===== src/rtl/lane_strobe_pkg.sv =====
package lane_strobe_pkg;

  typedef enum logic [1:0] {
    PS_W32 = 2'b00,
    PS_W8  = 2'b01,
    PS_W16 = 2'b10,
    PS_RSV = 2'b11
  } port_sz_e;

  typedef enum logic [1:0] {
    XS_WORD = 2'b00,
    XS_BYTE = 2'b01,
    XS_HALF = 2'b10,
    XS_RSV  = 2'b11
  } xfer_sz_e;

endpackage


===== src/rtl/lsg_lane_decode.sv =====
module lsg_lane_decode
  import lane_strobe_pkg::*;
#(
  parameter int NUM_LANES = 4,
  parameter int LANE_AW   = 2
) (
  input  logic [1:0]           port_sz,
  input  logic [1:0]           xfer_sz,
  input  logic [LANE_AW-1:0]   addr_lo,
  input  logic                 is_write,
  input  logic                 be_mode,
  output logic [NUM_LANES-1:0] lane_en,
  output logic                 bad
);

  port_sz_e             ps;
  xfer_sz_e             xs;
  logic [NUM_LANES-1:0] hit;
  logic                 qual;

  assign ps   = port_sz_e'(port_sz);
  assign xs   = xfer_sz_e'(xfer_sz);
  assign qual = be_mode | is_write;

  // illegal setup: reserved port code or half-word on an odd byte
  always_comb bad = (ps == PS_RSV) || ((xs == XS_HALF) && addr_lo[0]);

  generate
    for (genvar i = 0; i < NUM_LANES; i++) begin : g_lane
      localparam logic [LANE_AW-1:0] IDX = LANE_AW'(i);
      logic lh;
      always_comb begin
        lh = 1'b0;
        case (ps)
          PS_W32: begin
            case (xs)
              XS_BYTE: lh = (addr_lo == IDX);
              XS_HALF: lh = (addr_lo[1] == IDX[1]);
              XS_WORD: lh = 1'b1;
              default: lh = 1'b0;
            endcase
          end
          PS_W16: begin
            if (xs == XS_BYTE) lh = !IDX[1] && (addr_lo[0] == IDX[0]);
            else               lh = !IDX[1] && (xs != XS_RSV);
          end
          PS_W8:   lh = (IDX == '0) && (xs != XS_RSV);
          default: lh = 1'b0;
        endcase
      end
      assign hit[i] = lh;
    end
  endgenerate

  always_comb lane_en = (qual && !bad) ? hit : '0;

endmodule


===== src/rtl/lsg_strobe_window.sv =====
module lsg_strobe_window #(
  parameter int NUM_LANES = 4
) (
  input  logic                 clk,
  input  logic                 rst,
  input  logic                 start,
  input  logic                 cyc_act,
  input  logic [NUM_LANES-1:0] lane_en,
  input  logic                 bad,
  output logic [NUM_LANES-1:0] lane_n,
  output logic                 err
);

  always_ff @(posedge clk) begin
    if (rst) begin
      lane_n <= '1;
      err    <= 1'b0;
    end else begin
      err <= start & bad;
      if (start)         lane_n <= ~lane_en;
      else if (!cyc_act) lane_n <= '1;
    end
  end

  // idle cycles release every lane
  assert_idle_high_R8: assert property (@(posedge clk) disable iff (rst)
    !cyc_act |=> (&lane_n));

  // pattern frozen for the rest of an active cycle
  assert_hold_R8: assert property (@(posedge clk) disable iff (rst)
    (cyc_act && !start) |=> $stable(lane_n));

  // error lasts a single cycle
  assert_err_pulse_R9: assert property (@(posedge clk) disable iff (rst)
    err |=> !err);

  // no lane driven while flagging an error
  assert_err_blank_R9: assert property (@(posedge clk) disable iff (rst)
    err |-> (&lane_n));

endmodule


===== src/rtl/lane_strobe_gen.sv =====
module lane_strobe_gen
  import lane_strobe_pkg::*;
#(
  parameter int DATA_W = 32
) (
  input  logic                          clk,
  input  logic                          rst,
  input  logic                          cyc_act,
  input  logic [1:0]                    port_sz,
  input  logic [1:0]                    xfer_sz,
  input  logic [$clog2(DATA_W/8)-1:0]   addr_lo,
  input  logic                          is_write,
  input  logic                          be_mode,
  output logic [DATA_W/8-1:0]           lane_n,
  output logic                          err
);

  localparam int NUM_LANES = DATA_W / 8;
  localparam int LANE_AW   = $clog2(NUM_LANES);
  localparam int HALF_L    = NUM_LANES / 2;

  logic                 act_q;
  logic                 start;
  logic [NUM_LANES-1:0] lane_en;
  logic                 bad;

  always_ff @(posedge clk) begin
    if (rst) act_q <= 1'b0;
    else     act_q <= cyc_act;
  end

  assign start = cyc_act & ~act_q;

  lsg_lane_decode #(.NUM_LANES(NUM_LANES), .LANE_AW(LANE_AW)) u_decode (
    .port_sz (port_sz),
    .xfer_sz (xfer_sz),
    .addr_lo (addr_lo),
    .is_write(is_write),
    .be_mode (be_mode),
    .lane_en (lane_en),
    .bad     (bad)
  );

  lsg_strobe_window #(.NUM_LANES(NUM_LANES)) u_window (
    .clk    (clk),
    .rst    (rst),
    .start  (start),
    .cyc_act(cyc_act),
    .lane_en(lane_en),
    .bad    (bad),
    .lane_n (lane_n),
    .err    (err)
  );

  // write-enable meaning ignores reads
  assert_read_quiet_R6: assert property (@(posedge clk) disable iff (rst)
    (start && !be_mode && !is_write) |=> (&lane_n));

  // a qualified byte on a 32-bit port touches one lane
  assert_byte_one_R2: assert property (@(posedge clk) disable iff (rst)
    (start && xfer_sz == XS_BYTE && port_sz == PS_W32 && (be_mode || is_write))
      |=> ($countones(~lane_n) == 1));

  // 8-bit port never touches lanes above 0
  assert_narrow_R5: assert property (@(posedge clk) disable iff (rst)
    (start && port_sz == PS_W8) |=> (&lane_n[NUM_LANES-1:1]));

  // 16-bit port never touches the low-order half of the bus
  assert_port16_R4: assert property (@(posedge clk) disable iff (rst)
    (start && port_sz == PS_W16) |=> (&lane_n[NUM_LANES-1:HALF_L]));

endmodule


===== config.mk =====
export PLATFORM = sky130hd
export DESIGN_NAME = lane_strobe_gen
export DESIGN_NICKNAME = d
export VERILOG_FILES = /design/src/rtl/lane_strobe_pkg.sv /design/src/rtl/lsg_lane_decode.sv /design/src/rtl/lsg_strobe_window.sv /design/src/rtl/lane_strobe_gen.sv
export SDC_FILE = /design/constraint.sdc
export NUM_CORES = 1
export LEC_CHECK = 0
export BUFFER_PORTS_ARGS = -buffer_cell sky130_fd_sc_hd__buf_2
export CAP_MARGIN = 25
export CELL_PAD_IN_SITES_DETAIL_PLACEMENT = 0
export CELL_PAD_IN_SITES_GLOBAL_PLACEMENT = 1
export CORE_AREA = 2 2 39 41
export CTS_CLUSTER_DIAMETER = 30
export CTS_CLUSTER_SIZE = 8
export DETAILED_ROUTE_END_ITERATION = 8
export DIE_AREA = 0 0 41 43
export MAX_ROUTING_LAYER = met4
export PLACE_DENSITY = 0.67
export SYNTH_ARGS = -nofsm -noshare
export SYNTH_HDL_FRONTEND = slang
export SYNTH_SLANG_ARGS = --single-unit

===== constraint.sdc =====
create_clock -name clk -period 1.8 [get_ports clk]
set_input_delay 0.18 -clock clk [delete_from_list [all_inputs] [get_ports clk]]
set_output_delay 0.18 -clock clk [all_outputs]
set_load 0.01 [all_outputs]

Word level (Yosys, flattened, before mapping) --
Index checks and enable logic that the tools add are counted.
Word-level totals: word-level logic and storage cells 40, register bits after elaboration 6
Cells by class: mux-type cells 13, bitwise logic cells 7, reductions and logical operators 7, eq/ne operators 10
Operator list (number):
- $pmux W1 S3 | 5
- $mux W4 | 3
- $eq A2 B2 Y1 const B | 5
- $eq A2 B1 Y1 const B | 3
- $logic_not A2 Y1 | 3
- $mux W1 | 4
- $not A4 Y4 | 1
- $not A1 Y1 | 3
- $and A1 B1 Y1 | 2
- $logic_and A1 B1 Y1 | 2
- $ne A2 B1 Y1 const B | 1
- $ne A2 B2 Y1 const B | 1
- $pmux W1 S2 | 1
- $logic_not A1 Y1 | 1
- $logic_or A1 B1 Y1 | 1
- $or A1 B1 Y1 | 1

Logic depth before layout (Yosys ltp) --
Gate-level depths: netlist of run 1.
depth in word-level cells 8, gate-level depth with buffers 5

Hierarchy --
From an unflattened synthesis of run 1, not the netlist that was laid out.
Unflattened totals: cell total of the unflattened synthesis 40, area, all modules 362.8 µm²
Modules (own cells, without submodules):
- lsg_strobe_window | area an instance 185.2 µm², times used 1, cells each 17
- lsg_lane_decode | area an instance 130.1 µm², times used 1, cells each 20
- lane_strobe_gen | area an instance 47.5 µm², times used 1, cells each 3

Least setup slack after synthesis of run 1 --
OpenSTA, ideal clock, no wires.
kind reg2reg, from register act_q, to register u_window.lane_n[2], buffers on the path 0, clock period less this slack 0.945 ns, arrival 0.826 ns, required time 1.681 ns, slack 0.855 ns, setup time 0.119 ns, stages on the path, launching flop included 4, cells stage by stage dfxtp_1 -> nor4_2 -> and3b_1 -> a21oi_1
On the way: cells in the longest elaborated chain, start to end 3, elaborated cells on any way between the ends 4, those cells by class eq/ne (1); mux (1); bitwise (2)
Ends and longest elaborated chain:
- start: declaration | line lane_strobe_gen.sv:22 | logic act_q;
- start signal: assignment | line lane_strobe_gen.sv:29 | else act_q <= cyc_act;
- $not A1 Y1 * | line lane_strobe_gen.sv:32 | assign start = cyc_act & ~act_q;
- $and A1 B1 Y1 * | line lane_strobe_gen.sv:32
- $ne A2 B1 Y1 (no source line) or $mux W4 (tied branches)
- end signal: assignment | line lsg_strobe_window.sv:20 | if (start) lane_n <= ~lane_en;
- end: declaration | line lsg_strobe_window.sv:10 | output logic [NUM_LANES-1:0] lane_n,
Every way passes the cells marked *; elsewhere a longest branch is shown, timed or not. A chain may end at the register's enable or synchronous reset.

Worst setup path after layout of run 1 --
from register act_q, to register u_window.lane_n[3]
Same word-level chain as after synthesis.

==> results of run 1 <==
-- worst max-delay path, cell delays in order (launching register included) --
cell     delay [ns]
dfxtp_1        0.35
nor4_2         0.29
and3b_1        0.22
a21oi_1        0.07
-- kinds of logic after synthesis --
| family | after synthesis | share of synthesized area (%) |
|---|---|---|
| flip-flops | 6 | 37.1 |
| buffers and inverters | 2 | 2.32 |
| AO/OA/AOI/OAI | 12 | 21.2 |
| AND/OR/NAND/NOR | 20 | 39.4 |
-- flip-flops by register name (all words and copies together) (netlist names) --
register and count:
u_window.err 1, u_window.lane_n 4, act_q 1
-- final timing paths --
| check | start | slack (ns) | endpoint | cells past startpoint |
|---|---|---|---|---|
| setup / recovery | act_q | 0.76 | u_window.lane_n[3] | 3 |
| hold / removal | cyc_act | 0.20 | act_q | 3 |
| setup reg to reg | act_q | 0.76 | u_window.lane_n[3] | 3 |
| hold reg to reg | u_window.lane_n[2] | 0.49 | u_window.lane_n[2] | 2 |
-- cells in the mapped netlist --
master and number:
inv_1 2, nand3b_1 1, a21boi_0 1, a211oi_1 1, nor3b_1 1, a31oi_1 1, and4b_1 1, o21ai_0 2
nor2b_1 3, dfxtp_1 6, a21oi_1 3, nand2b_4 1, and3b_1 1, nor4_2 1, o22ai_1 2, o21ai_1 2
nand2b_1 2, nand2_1 2, nor2_1 6, or3_1 1
-- power breakdown --
part	internal (uW)	switching [uW]	total, uW
registers	137	2.68	140
clock network	75.6	50.8	126
logic	24.1	24.9	49.0
-- metrics by stage --
stage               cell area, sq um  cells  hold slack, ns  power (uW)
floorplan                        324     40           0.320         167
global placement                 419     71           0.455         191
detailed placement               419     71           0.462         192
CTS                              442     74           0.198         322
global route                     442     74           0.220         336
finish                           442     74           0.205         315
-- layout make-up --
cell class | instances | share of cell area (%)
clock buffers | 3 | 5.10
well taps | 16 | 4.53
flip-flops and latches | 6 | 27.2
repair buffers | 15 | 17.0
inverters | 2 | 1.70
multi-input cells | 32 | 44.5
-- per-layer routing --
layer / vias up / routed length, microns / part of all wire [%] / GRT usage [%]
met2: 10 / 360 / 48 / 14.7
met1: 146 / 322 / 43 / 11.9
met3: 3 / 59 / 7.8 / 3.14
met4: 0 / 15 / 2.0 / 6.00
li1: 179 / - / - / -
met5: - / 0 / 0 / -
==> results.cfg, run 1 <==
[floorplan]
start_util_pct = 23.4
core-area_sq_um = 1380
die_w_microns = 41
die-area_sq_um = 1760
io_pins = 16
rows = 14
dieHeight_microns = 43

[cts]
root_buffer = clkbuf_4
cts_max_level = 1
cts_tree = yes
cts_inserted_buffers = 3
cts_buffer_depth = 2
postCtsResizedCells = 0
cts_setup_buffers = 0
clk_latency_ns = 0.25
cts_hold_buf = 0
cts.sinks = 6
path_clk_slew_ns = 0.04

[synth]
synth_top_area_share_pct = 37.1
syn-instance-count = 40
synth.distinct_cells = 20
yosysWarnings = 0
ys_ff_latch = 6
syn_area_sq_um = 324
synth_area_leaders = dfxtp_1 37%, nor2_1 6.9%, nor2b_1 5.8%, a21oi_1 4.6%, nand2b_4 4.2%
synth.avg_cell_area_sq_um = 8.10
ys_seq_area_share_pct = 37.1
synth_top_area_cell = dfxtp_1
syn_nets = 51

[finish]
postLayoutCoreUtil_pct = 31.9
multi_input_area_sq_um = 196
final.fill_count = 166
fin_nets = 71
final_common_cell = buf_2
regArea_sq_um = 120
area_growth_pct = 36.3
layout_common_cells = 15 x buf_2, 6 x nor2_1, 6 x dfxtp_1
drive_gt1_share_pct = 34.5
diodes = 0

[pwr]
leakagePower_uw = 0.000190
ir_worst_vdd_uv = 172
pwr_density_cell_nw_per_um2 = 714

[run_status]
status = complete, no violations

[critical_path]
crit_fanout = 5
arrival_ns = 1.17
criticalPathCategory = register to register
startpoint_type = register
cp_data_required_time_ns = 1.93
cp-end-kind = register

[grt]
grt_overflow = 0
antenna_found_initial = 0
grt_pass1_vias = 280
grt_pass1_wl_mm = 1.16
grt_usage_pct = 10.2
grt_max_degree = 8

[timing]
finClkSkew_ns = 0.00182
finalWorstSetupSlack_ns = 0.758
fmax_mhz = 960
slew_violations = 0
hold_viol = 0
min_period_ns = 1.04
finalSetupViolations = 0
rsz0062_at_grt = no
fin_setup_tns_ns = 0
post-route-period-util_pct = 57.9
maxSlewHeadroom_pct = 83.7
tightest_slew_ns = 0.242

[run]
max-cap-violations = 0

[route]
detail_route.drc_violations = 0
drt_iter0_drc = 1
num_vias = 338
drtPass1Iterations = 2
via_per_inst = 4.57
antenna_left = 0
routed_wl_microns = 757
wl_per_cell_microns = 10.2

[place]
dp_hpwl_microns = 611
gp_congestion = 0.682
pre_cts_ws_ns = 0.720
portBuffers = 15

[hold_path]
min_path_type = primary input to register
Note: power is estimated with default switching activity, not from simulation.
==> run 2, diff against run 1 <==
--- a/config.mk
+++ b/config.mk
@@ -5,17 +5,18 @@
 export SDC_FILE = /design/constraint.sdc
 export NUM_CORES = 1
 export LEC_CHECK = 0
+export ABC_AREA = 1
 export BUFFER_PORTS_ARGS = -buffer_cell sky130_fd_sc_hd__buf_2
 export CAP_MARGIN = 25
 export CELL_PAD_IN_SITES_DETAIL_PLACEMENT = 0
 export CELL_PAD_IN_SITES_GLOBAL_PLACEMENT = 1
-export CORE_AREA = 2 2 39 41
+export CORE_MARGIN = 2
+export CORE_UTILIZATION = 25
 export CTS_CLUSTER_DIAMETER = 30
 export CTS_CLUSTER_SIZE = 8
 export DETAILED_ROUTE_END_ITERATION = 8
-export DIE_AREA = 0 0 41 43
 export MAX_ROUTING_LAYER = met4
-export PLACE_DENSITY = 0.67
+export PLACE_DENSITY = 0.71
 export SYNTH_ARGS = -nofsm -noshare
 export SYNTH_HDL_FRONTEND = slang
 export SYNTH_SLANG_ARGS = --single-unit
==> constraint.sdc (replaced) <==
create_clock -name clk -period 0.9 [get_ports clk]
set_input_delay 0.09 -clock clk [delete_from_list [all_inputs] [get_ports clk]]
set_output_delay 0.09 -clock clk [all_outputs]
set_load 0.01 [all_outputs]
==> results.cfg, run 2 <==
[hold_path]
hold_start = rst
hold-path-endpoint = act_q
whs_path_depth = 2
min_path_type = primary input to register

[synth]
syn_nets = 81
syn-instance-count = 70
yosysWarnings = 0
synth.distinct_cells = 14
ys_ff_latch = 6
ys_seq_area_share_pct = 30.1
synthArstFlopShare_pct = 0
synth.avg_cell_area_sq_um = 5.70
ys_top_cells_by_count = 29 x nand2_1, 9 x inv_1, 7 x nor2_1
synth.most_common_cell = nand2_1
synth_top_area_share_pct = 30.1
synth_flop_cell = dfxtp_1
syn_area_sq_um = 399
synth_area_leaders = dfxtp_1 30%, nand2_1 27%, inv_1 8.5%, nor2_1 6.6%, nand3_1 6.3%
synth_edf_count = 0
synth_top_area_cell = dfxtp_1

[route]
via_per_inst = 4.19
drt_iter0_drc = 1
detail_route.drc_violations = 0
num_vias = 444
routed_wl_microns = 854
antenna_left = 0
drtPass1Iterations = 2
wl_per_cell_microns = 8.06

[grt]
grt_pass1_wl_mm = 1.52
grt_overflow = 0
grt_pass1_vias = 420
grt_max_degree = 8
grt_usage_pct = 10.8
antenna_found_initial = 0

[floorplan]
die-area_sq_um = 1930
io_pins = 16
start_util_pct = 26.5
die_w_microns = 44.0
rows = 14
dieHeight_microns = 44.0
core-area_sq_um = 1510

[finish]
area_growth_pct = 40.1
fin_nets = 103
largest_reg_flops = 4
final.fill_count = 180
layout_common_cells = 28 x nand2_1, 15 x buf_2, 9 x inv_1, 7 x nor2_1, 5 x dfxtp_1
postLayoutCoreUtil_pct = 37.1
postLayoutCellArea_sq_um = 559
regArea_sq_um = 121
reg.largest.list = u_window.lane_n (4), act_q (1), u_window.err (1)
drive_gt1_share_pct = 37.8
regMostFlops = u_window.lane_n
multi_input_area_sq_um = 268
final_common_cell = nand2_1
diodes = 0

[cts]
cts_buffer_depth = 2
cts_inserted_buffers = 3
cts_tree = yes
path_clk_slew_ns = 0.05
cts_max_level = 1
clk_latency_ns = 0.24
cts.sinks = 6
root_buffer = clkbuf_4

[pwr]
leakagePower_uw = 0.000299
clkPwrFrac_pct = 36.9
total_power_uw = 669
p_sw_uw = 186
p_int_uw = 482
ir_worst_vdd_uv = 678
swShare_pct = 27.8
seqPwrFrac_pct = 41.5
share_comb_of_total_power_pct = 21.6
pwr_density_cell_nw_per_um2 = 1200

[critical_path]
cpMostUsedCell = nand2_1
cp-end-kind = register
crit_family = simple AND/OR/NAND/NOR gates
timing.rr.start = act_q
crit_buf_inv = 0
r2r_setup_slack_ns = -0.06
crit_fanout = 4
criticalPathCategory = register to register
crit_path_cell_trace = nand2_1, or2_2, nand2_1, nand2_1
reg2regPathDepth = 4
r2r-end = u_window.lane_n[0]
critPathMaxStageDelay_ns = 0.35
startpoint_type = register
cp_data_required_time_ns = 1.03
critPathSlowestCell = dfxtp_2
arrival_ns = 1.09

[timing]
finClkSkew_ns = 0.00256
slew_violations = 0
finalWorstSetupSlack_ns = -0.0562
rsz0062_at_grt = yes
finalSetupViolations = 4
fin_setup_tns_ns = -0.180
tightest_slew_ns = 0.211
post-route-period-util_pct = 106
min_period_ns = 0.956
fmax_mhz = 1050
hold_viol = 0
maxSlewHeadroom_pct = 85.8

[place]
portBuffers = 15
gp_congestion = 0.745
dp_hpwl_microns = 708
placed_area_sq_um = 512

[run_status]
violations = negative setup slack
status = complete, but fails checks

[run]
max-cap-violations = 0
## run 2: changes by cell type after synthesis, sizes merged, moves of 2 or more
cell	delta
nand2	+28
o22ai	-2
inv	+8
nand3	+5
nand2b	-3
nor2b	-3
a21oi	-2
or2	+2
nor2	+4
## run 2: logic make-up (layout without fill, tap and decap cells)
kind of cell / after synthesis / after routing / synth area share (%)
AO/OA/AOI/OAI: 6 / 6 / 8.46
buffers and inverters: 10 / 30 / 9.40
flip-flops: 6 / 6 / 30.1
AND/OR/NAND/NOR: 48 / 48 / 52.0
## run 2: layer usage
| metal | track usage (%) | wire [microns] |
|---|---|---|
| met1 | 11.6 | 402 |
| met2 | 17.9 | 381 |
| met3 | 1.67 | 55 |
| met4 | 7.27 | 14 |
| met5 | - | 0 |
## run 2: worst max-delay path by stage
stage	depth (start not counted)	startpoint	to
floorplan	6	act_q	u_window.lane_n[1]
global placement	6	act_q	u_window.lane_n[2]
detailed placement	6	act_q	u_window.lane_n[1]
CTS	6	act_q	u_window.lane_n[3]
global route	6	act_q	u_window.lane_n[2]
finish	4	act_q	u_window.lane_n[0]
## run 2: cell type report
type | instances | share of cell area [%]
Multi-Input combinational cell | 54 | 47.9
Tap cell | 16 | 3.58
Clock buffer | 3 | 4.03
Sequential cell | 6 | 21.7
Timing Repair Buffer | 17 | 16.1
Inverter | 10 | 6.71
## run 2: repair_timing
action | in CTS | in global routing
pin swaps | 5 | 4
buffers inserted | 0 | 0
hold buffers | 0 | 0
resized for setup | 5 | 3
endpoints found under the hold margin | 0 | 0
setup endpoints to repair | 4 | 4
cloned | 0 | 0
## run 2: through the flow
step	setup WS, ns	hold WS [ns]	cells
floorplan	0.00842	0.162	70
global placement	-0.0404	0.282	103
detailed placement	-0.0642	0.285	103
CTS	-0.0671	0.0139	106
global route	-0.135	0.0269	106
finish	-0.0562	0.0216	106
## run 2: worst register-to-register path, cell delays in order (launching register included)
cell and delay [ns]:
dfxtp_2 0.35, nand2_1 0.11, or2_2 0.28, nand2_1 0.07
nand2_1 0.04
## run 2: power groups by stage
stage,combinational [uW],clock (uW),sequential [uW]
3_3_place_gp,139,0,280
4_1_cts,141,261,276
5_1_grt,167,268,278
6_report,145,247,277
3_5_place_dp,137,0,281
2_1_floorplan,78.1,0,283
